==> config.mk <==
export PLATFORM = sky130hd
export DESIGN_NAME = fetch_sequencer
export DESIGN_NICKNAME = d
export VERILOG_FILES = /design/src/rtl/fseq_pkg.sv /design/src/rtl/fseq_redirect.sv /design/src/rtl/fseq_pc.sv /design/src/rtl/fseq_ir.sv /design/src/rtl/fetch_sequencer.sv
export SDC_FILE = /design/constraint.sdc
export NUM_CORES = 1
export LEC_CHECK = 0
export ABC_AREA = 1
export CAP_MARGIN = 0
export CORE_MARGIN = 2
export CORE_UTILIZATION = 42
export CTS_CLUSTER_SIZE = 8
export DETAILED_ROUTE_END_ITERATION = 6
export GPL_TIMING_DRIVEN = 1
export PLACE_DENSITY = 0.95
export RECOVER_POWER = 25
export SLEW_MARGIN = 20
export SYNTH_ARGS = -nofsm -noshare
export SYNTH_HDL_FRONTEND = slang
export SYNTH_SLANG_ARGS = --single-unit
==> constraint.sdc <==
create_clock -name clk -period 2.4 [get_ports clk]
set_input_delay 0.72 -clock clk [delete_from_list [all_inputs] [get_ports clk]]
set_output_delay 0.72 -clock clk [all_outputs]
set_load 0.005 [all_outputs]
==> src/rtl/fseq_pkg.sv <==
// Shared constants and types for the fetch sequencer.
package fseq_pkg;
    localparam int INSTR_W = 12;
    localparam logic [INSTR_W-1:0] NOP_WORD = '0;

    // Source of the next fetch address
    typedef enum logic [1:0] {
        SRC_SEQ    = 2'd0,
        SRC_BRANCH = 2'd1,
        SRC_REGWR  = 2'd2
    } pc_src_e;
endpackage

==> src/rtl/fseq_redirect.sv <==
// Redirect decode: turns branch requests and data writes aimed at the
// counter's data address into a single redirect strobe and target.
// Assumes requests are valid for the whole cycle; branch has priority.
module fseq_redirect
    import fseq_pkg::*;
#(
    parameter int PC_W        = 10,
    parameter int DATA_W      = 8,
    parameter int DADDR_W     = 5,
    parameter int PC_REG_ADDR = 2
) (
    input  logic               br_take,
    input  logic [PC_W-1:0]    br_target,
    input  logic               dwr_en,
    input  logic [DADDR_W-1:0] dwr_addr,
    input  logic [DATA_W-1:0]  dwr_data,
    output logic               redirect,
    output logic [PC_W-1:0]    new_pc,
    output pc_src_e            src
);
    localparam logic [DADDR_W-1:0] REG_ADDR = DADDR_W'(PC_REG_ADDR);

    logic          hit_reg;
    logic [PC_W-1:0] reg_value;

    // Detect a data write landing on the counter's mapped location
    always_comb begin
        hit_reg = dwr_en && (dwr_addr == REG_ADDR);
    end

    // Size the written byte to the counter: extend or truncate by width
    generate
        if (PC_W >= DATA_W) begin : g_ext
            assign reg_value = {{(PC_W-DATA_W){1'b0}}, dwr_data};
        end else begin : g_trunc
            assign reg_value = dwr_data[PC_W-1:0];
        end
    endgenerate

    // Pick the redirect source, branch first
    always_comb begin
        if (br_take) begin
            src    = SRC_BRANCH;
            new_pc = br_target;
        end else if (hit_reg) begin
            src    = SRC_REGWR;
            new_pc = reg_value;
        end else begin
            src    = SRC_SEQ;
            new_pc = '0;
        end
        redirect = (src != SRC_SEQ);
    end
endmodule

==> src/rtl/fseq_pc.sv <==
// Program counter: loads the reset vector, steps by one with wrap at the
// program store depth, or loads a redirect target.
// Assumes redirect targets are already below DEPTH.
module fseq_pc #(
    parameter int DEPTH     = 1024,
    parameter int PC_W      = 10,
    parameter int RESET_VEC = 0
) (
    input  logic            clk,
    input  logic            rst_n,
    input  logic            redirect,
    input  logic [PC_W-1:0] new_pc,
    output logic [PC_W-1:0] pc
);
    localparam logic [PC_W-1:0] LAST_ADDR = PC_W'(DEPTH - 1);
    localparam logic [PC_W-1:0] RST_ADDR  = PC_W'(RESET_VEC);
    localparam bit POW2 = ((1 << PC_W) == DEPTH);

    logic [PC_W-1:0] pc_inc;

    // Sequential successor; power-of-two depths wrap for free
    generate
        if (POW2) begin : g_natural
            assign pc_inc = pc + PC_W'(1);
        end else begin : g_compare
            assign pc_inc = (pc == LAST_ADDR) ? '0 : pc + PC_W'(1);
        end
    endgenerate

    // Counter register
    always_ff @(posedge clk) begin
        if (!rst_n)        pc <= RST_ADDR;
        else if (redirect) pc <= new_pc;
        else               pc <= pc_inc;
    end
endmodule

==> src/rtl/fseq_ir.sv <==
// Instruction register: captures the fetched word and its address, or
// loads a bubble when the fetched word is discarded.
// Assumes the program store returns the word in the same cycle.
module fseq_ir
    import fseq_pkg::*;
#(
    parameter int PC_W = 10
) (
    input  logic               clk,
    input  logic               rst_n,
    input  logic               redirect,
    input  logic [INSTR_W-1:0] fetch_word,
    input  logic [PC_W-1:0]    fetch_pc,
    output logic [INSTR_W-1:0] instr,
    output logic [PC_W-1:0]    instr_pc,
    output logic               instr_valid
);
    // Word and valid flag: bubble on reset or discard
    always_ff @(posedge clk) begin
        if (!rst_n || redirect) begin
            instr       <= NOP_WORD;
            instr_valid <= 1'b0;
        end else begin
            instr       <= fetch_word;
            instr_valid <= 1'b1;
        end
    end

    // Address tag travelling with the word
    always_ff @(posedge clk) begin
        if (!rst_n) instr_pc <= '0;
        else        instr_pc <= fetch_pc;
    end
endmodule

==> src/rtl/fetch_sequencer.sv <==
// Two-stage fetch sequencer top: counter drives the program port, the
// instruction register issues to execute, redirects insert one bubble.
// Assumes a combinational-read program store and RESET_VEC < DEPTH.
module fetch_sequencer
    import fseq_pkg::*;
#(
    parameter int DEPTH       = 1024,
    parameter int RESET_VEC   = 0,
    parameter int DATA_W      = 8,
    parameter int DADDR_W     = 5,
    parameter int PC_REG_ADDR = 2,
    localparam int PC_W       = $clog2(DEPTH)
) (
    input  logic               clk,
    input  logic               rst_n,
    output logic [PC_W-1:0]    pmem_addr,
    input  logic [INSTR_W-1:0] pmem_data,
    output logic [INSTR_W-1:0] exec_instr,
    output logic [PC_W-1:0]    exec_pc,
    output logic               exec_valid,
    input  logic               br_take,
    input  logic [PC_W-1:0]    br_target,
    input  logic               dwr_en,
    input  logic [DADDR_W-1:0] dwr_addr,
    input  logic [DATA_W-1:0]  dwr_data
);
    logic            redirect;
    logic [PC_W-1:0] new_pc;
    logic [PC_W-1:0] pc;
    pc_src_e         src;

    fseq_redirect #(
        .PC_W(PC_W), .DATA_W(DATA_W), .DADDR_W(DADDR_W), .PC_REG_ADDR(PC_REG_ADDR)
    ) u_redirect (
        .br_take  (br_take),
        .br_target(br_target),
        .dwr_en   (dwr_en),
        .dwr_addr (dwr_addr),
        .dwr_data (dwr_data),
        .redirect (redirect),
        .new_pc   (new_pc),
        .src      (src)
    );

    fseq_pc #(
        .DEPTH(DEPTH), .PC_W(PC_W), .RESET_VEC(RESET_VEC)
    ) u_pc (
        .clk     (clk),
        .rst_n   (rst_n),
        .redirect(redirect),
        .new_pc  (new_pc),
        .pc      (pc)
    );

    fseq_ir #(
        .PC_W(PC_W)
    ) u_ir (
        .clk        (clk),
        .rst_n      (rst_n),
        .redirect   (redirect),
        .fetch_word (pmem_data),
        .fetch_pc   (pc),
        .instr      (exec_instr),
        .instr_pc   (exec_pc),
        .instr_valid(exec_valid)
    );

    // Fetch address is the counter itself
    assign pmem_addr = pc;
endmodule

==> results of run 1 <==
[sequential cells by signal, indices dropped and copies added, names as in the netlist]
register and cells:
u_ir.instr 12, u_ir.instr_pc 10, u_pc.pc 10, u_ir.instr_valid 1
[layer usage]
metal  vias to the layer above  track usage (%)  wire length, µm
met1                       576             21.0             1330
met4                         0             10.3               43
li1                        716                -                -
met2                        65             32.9             1690
met5                         -                0                0
met3                         6             6.00              238
[power by group]
group	switching (µW)	total [µW]	internal, µW	leakage, µW
logic	74.1	197	123	0.000784
registers	21.3	596	575	0.000271
clock network	172	283	111	0.0000320
[worst max-delay path, delay by kind of cell]
family / cells / cell delay, ns
and+or+nand+nor: 4 / 0.76
buffers and inverters: 3 / 0.91
[cell families after synthesis]
group	share of synthesized area, %
and+or+nand+nor	34.2
adders and majority gates	0.892
DFF	47.1
buffers and inverters	13.4
AOI/OAI and AO/OA	1.96
xor gates and xnor gates	2.50
[metrics by stage]
| stage | worst slack [ns] | instance area [µm²] | hold WS (ns) | power [µW] | cells |
|---|---|---|---|---|---|
| after floorplan | 0.988 | 1400 | 0.458 | 679 | 194 |
| after global placement | 0.312 | 2150 | 0.456 | 805 | 307 |
| after detailed placement | 0.244 | 2150 | 0.484 | 812 | 307 |
| after CTS | 0.301 | 2200 | 0.496 | 1090 | 315 |
| after global routing | 0.181 | 2180 | 0.520 | 1140 | 315 |
| final | 0.292 | 2180 | 0.497 | 1080 | 315 |
[placed cells by master (no fill, tap or decap)]
| cell | instances |
|---|---|
| a21oi_1 | 2 |
| clkbuf_1 | 2 |
| clkbuf_4 | 5 |
| clkdlybuf4s50_1 | 70 |
| clkinv_2 | 2 |
| dfxtp_1 | 33 |
| dlygate4sd3_1 | 1 |
| ha_1 | 1 |
| inv_1 | 43 |
| inv_2 | 1 |
| nand2_1 | 52 |
| nand2_4 | 1 |
| nand3_1 | 8 |
| nand3_2 | 1 |
| nand3b_1 | 1 |
| nand4_1 | 4 |
| nor2_1 | 26 |
| nor2_2 | 10 |
| nor2_4 | 1 |
| o211ai_1 | 1 |
| o21ai_0 | 2 |
| xnor2_1 | 1 |
| xor2_1 | 3 |
[worst paths after layout]
| path | start | endpoint | cells past startpoint |
|---|---|---|---|
| worst max-delay path | rst_n | u_pc.pc[9] | 7 |
| worst min-delay path | u_pc.pc[1] | u_ir.instr_pc[1] | 2 |
| worst min register to register | u_pc.pc[1] | u_ir.instr_pc[1] | 2 |
| worst max register to register | u_pc.pc[0] | u_pc.pc[8] | 8 |
[final cells by class]
| type | instances | area (µm²) |
|---|---|---|
| timing repair buffer | 72 | 714 |
| fill | 247 | 921 |
| tap | 44 | 55.1 |
| multi-input combinational | 114 | 536 |
| clock inverter | 2 | 10.0 |
| inverter | 44 | 165 |
| sequential | 33 | 661 |
| clock buffer | 6 | 41.3 |
==> summary.md, run 1 <==
| Metric | Value |
|---|---|
| Syn Area/Cell | 7.23 µm² |
| CP max FO | 15 |
| Startpoint class of the critical path | input port |
| Initial antenna violation count | 0 |
| Total grt overflow | 0 |
| Global placement routability congestion | 0.835 |
| Starting DRT DRC Count | 42 |
| Fmax | 0.474 GHz |
| WP data arrival | 2.39 ns |
| Largest net degree at the start of global routing | 16 |
| Root Driver | clkbuf_4 |
| Final Util | 70.3% |
| DRC | 0 |
| CP max-delay cell | dlygate4sd3_1 |
| Worst endpoint required time | 2.68 ns |
| Sequential element share of the synthesized area | 47.1% |
| Hold Path Class | register to register |
| Kind of critical path | input port to register |
| Chip Width | 61.8 µm |
| Core area | 3100 µm² |
| Yosys top cell area share | 47.1% |
| Layout net count | 310 |
| # H-tree levels | 2 |
| Drt pass-1 iters | 4 |
| Worst R2R Setup Slack | 1.04 ns |
| Die Y | 61.8 µm |
| Leakage | 0.00109 µW |
| Top cells by area, synth | dfxtp_1, nand2_1, inv_1, nor2_1, nor2_2 |
| Cts bufs inserted | 5 |
| Tmin final | 2.11 ns |
| RSZ-0062 raised after global routing | no |
| Tcrit/Tclk final | 87.8% |
| FFs w/ async S/R, synth | 0% |
| Max_cap viols | 0 |
| Worst slew pin tran | 0.471 ns |
| Final Setup Violations | 0 |
| First-pass GRT wire length | 5.22 mm |
| Commonest cells in the synthesized netlist | nand2_1, inv_1, dfxtp_1 |
| Fin Setup TNS | 0 ns |
| Row Count | 20 |
| Tot GR Track Use | 19.2% |
| Total wire length | 3.31 mm |
| Count of pins over their slew limit | 0 |
| Netlist cell types | 22 |
| Layout cell share with drive strength beyond 1 | 7.75% |
| Initial Util | 45.2% |
| DR vias | 1363 |
| DR vias/cell | 4.33 |
| Skew final | 0.00748 ns |
| Clk sinks | 33 |
| Hold Vio Cnt, Final | 0 |
| Post-CTS Resized | 0 |
| DP HPWL | 2.67 mm |
| Top_reg_cell synth | dfxtp_1 |
| Synth warn | 0 |
| Mean routed wirelength per cell | 10.5 µm |
| Port Buffers | 71 |
| Postcts setup bufs | 0 |
| Critical Path Max Stage Delay | 0.64 ns |
| Final ANT Viol Nets | 0 |
| Crit path capture type | register |
| Number of enable flip-flop cells after synthesis | 0 |
| Die area | 3820 µm² |
| Synth Instances | 194 |
| Vias in the first global route | 1279 |
| Clock Pin Slew Worst Setup and Hold Paths | 0.09 ns |
| Mapped Area | 1400 µm² |
| Synth Register Bits | 33 |
| Cell accounting for the most synthesized area | dfxtp_1 |
| Rel. slew slack | 68.5% |
| TritonCTS clock tree | built |
| Top Ports | 72 |
| PD cells | 493 nW/µm² |
| Worst-Skew Late Latency | 0.32 ns |
| Critical-path cell list | dlygate4sd3_1 > inv_1 > nor2_1 > nand2_4 > inv_2 > nand3_1 > nand2_1 |
| Syn nets | 234 |
| Max Root-Sink Buffers | 2 |
| Hold-fix buffers, CTS | 0 |
| Peak supply drop | 0.255 mV |
| N_diodes | 0 |
| Syn-to-layout area delta | 55.6% |
| Status | completed |
| Top-count cell post-synth | nand2_1 |
(Power assumes the default switching activity.)
==> run 2, diff against run 1 <==
--- a/config.mk
+++ b/config.mk
@@ -8,11 +8,12 @@
 export ABC_AREA = 1
 export CAP_MARGIN = 0
 export CORE_MARGIN = 2
-export CORE_UTILIZATION = 42
+export CORE_UTILIZATION = 55
 export CTS_CLUSTER_SIZE = 8
 export DETAILED_ROUTE_END_ITERATION = 6
+export DONT_BUFFER_PORTS = 1
 export GPL_TIMING_DRIVEN = 1
-export PLACE_DENSITY = 0.95
+export PLACE_DENSITY = 0.82
 export RECOVER_POWER = 25
 export SLEW_MARGIN = 20
 export SYNTH_ARGS = -nofsm -noshare
==> summary.md, run 2 (synthesized netlist as in run 1, its figures left out) <==
| Metric | Value |
|---|---|
| Top flop regs | u_ir.instr x12, u_ir.instr_pc x10, u_pc.pc x10 |
| Clk sinks | 33 |
| CP max-delay cell | nand2_1 |
| TritonCTS clock tree | built |
| Hold-fix buffers, CTS | 0 |
| First-pass GRT wire length | 3.72 mm |
| Port Buffers | 0 |
| Core area | 2450 µm² |
| Cts bufs inserted | 5 |
| Worst r2r dst | u_pc.pc[8] |
| Crit path capture type | register |
| PnR Total Power | 955 µW |
| Hold Path Class | register to register |
| Layout net count | 238 |
| Syn-to-layout area delta | 3.84% |
| Postcts setup bufs | 0 |
| Tmin final | 1.72 ns |
| Hold Path Stages | 2 |
| Critical-path cell list | inv_1 > nor2_4 > nand3_1 > nand2_1 > inv_2 > nand2_1 > nand3_1 |
| Global placement routability congestion | 0.791 |
| DRC | 0 |
| Max_cap viols | 0 |
| Rel. slew slack | 53.2% |
| Max FFs per register | 12 |
| Clock Pin Slew Worst Setup and Hold Paths | 0.09 ns |
| Largest Register | u_ir.instr |
| # H-tree levels | 2 |
| PD cells | 656 nW/µm² |
| Largest net degree at the start of global routing | 16 |
| Buf+Inv Stages, Crit Path | 2 |
| DR vias/cell | 4.69 |
| Tot GR Track Use | 18.2% |
| HP Start | u_pc.pc[8] |
| Layout cell share with drive strength beyond 1 | 11.1% |
| Final Setup Violations | 0 |
| Critical Path Max Stage Delay | 0.57 ns |
| Place WS | 0.762 ns |
| N_diodes | 0 |
| Startpoint class of the critical path | input port |
| Worst r2r src | u_pc.pc[0] |
| Starting DRT DRC Count | 13 |
| Mean routed wirelength per cell | 10.9 µm |
| Count of pins over their slew limit | 0 |
| WP data arrival | 1.94 ns |
| DP HPWL | 1.99 mm |
| Worst slew pin tran | 0.700 ns |
| Total wire length | 2.51 mm |
| DR vias | 1074 |
| Peak supply drop | 0.541 mV |
| Die Y | 54.5 µm |
| Kind of critical path | input port to register |
| WHS Endpoint | u_ir.instr_pc[8] |
| Status | completed |
| Root Driver | clkbuf_4 |
| Initial Util | 57.1% |
| Initial antenna violation count | 0 |
| CP max FO | 15 |
| Min setup slack post-route | 0.675 ns |
| Worst-Skew Late Latency | 0.32 ns |
| Hold Vio Cnt, Final | 0 |
| Post-CTS Resized | 0 |
| Chip Width | 54.5 µm |
| Commonest non-fill, non-tap cell in the layout | nand2_1 |
| Leakage | 0.000828 µW |
| Tcrit/Tclk final | 71.9% |
| Fin Setup TNS | 0 ns |
| Worst R2R Setup Slack | 1.04 ns |
| Worst endpoint required time | 2.61 ns |
| Reg2reg path depth | 8 |
| Final ANT Viol Nets | 0 |
| Skew final | 0.00643 ns |
| Vias in the first global route | 872 |
| Total grt overflow | 0 |
| Delay-heaviest family, CP | simple AND/OR/NAND/NOR gates |
| Top Ports | 72 |
| Die area | 2970 µm² |
| RSZ-0062 raised after global routing | no |
| Commonest cells after routing, fill and taps aside | nand2_1, inv_1, dfxtp_1 |
| Drt pass-1 iters | 4 |
| Row Count | 18 |
| Max Root-Sink Buffers | 2 |
| Fmax | 0.580 GHz |
[run 2: through the flow]
step / area [µm²] / util (%) / std cells / hold WS (ns)
after floorplan: 1400 / - / 194 / 0.458
after global placement: 1420 / 57.7 / 221 / 0.486
after detailed placement: 1420 / 57.7 / 221 / 0.483
after CTS: 1470 / 59.8 / 229 / 0.480
after global routing: 1460 / 59.3 / 229 / 0.470
final: 1460 / 59.3 / 229 / 0.492
[run 2: where the power goes]
group	total, µW	switching, µW	leakage, µW	internal (µW)
Clock	283	171	0.0000320	111
Combinational	71.9	43.7	0.000525	28.2
Sequential	601	25.5	0.000271	575
Total	955	240	0.000828	715
[run 2: worst max path at each step]
| stage | from | cells past startpoint | to | slack [ns] |
|---|---|---|---|---|
| 6_report | dwr_addr[1] | 7 | u_pc.pc[4] | 0.68 |
| 5_1_grt | dwr_addr[1] | 7 | u_pc.pc[4] | 0.55 |
| 4_1_cts | u_pc.pc[5] | 0 | pmem_addr[5] | 0.89 |
| 3_5_place_dp | dwr_addr[1] | 7 | u_pc.pc[4] | 0.76 |
| 3_3_place_gp | dwr_addr[1] | 7 | u_pc.pc[4] | 0.82 |
| 2_1_floorplan | dwr_addr[1] | 6 | u_ir.instr[10] | 0.99 |
[run 2: tightest hold or removal path, delay by kind of cell, from the launching register on]
kind                   cells  cell delay [ns]
flip-flops                 1             0.36
buffers and inverters      1             0.03
AND/OR/NAND/NOR            1             0.07
[run 2: per-layer routing]
layer	up-vias	part of all wire (%)	global-route usage (%)
met5	-	0	0
met4	0	1.8	8.75
met3	5	13	10.1
met1	444	41	21.3
met2	53	45	26.7
li1	572	-	-
[run 2: final cells by class]
type	instances	area, µm²
clock buffers	6	41.3
clock inverters	2	10.0
fillers	220	998
inverters	44	165
multi-input cells	114	542
flip-flops and latches	33	661
well taps	30	37.5
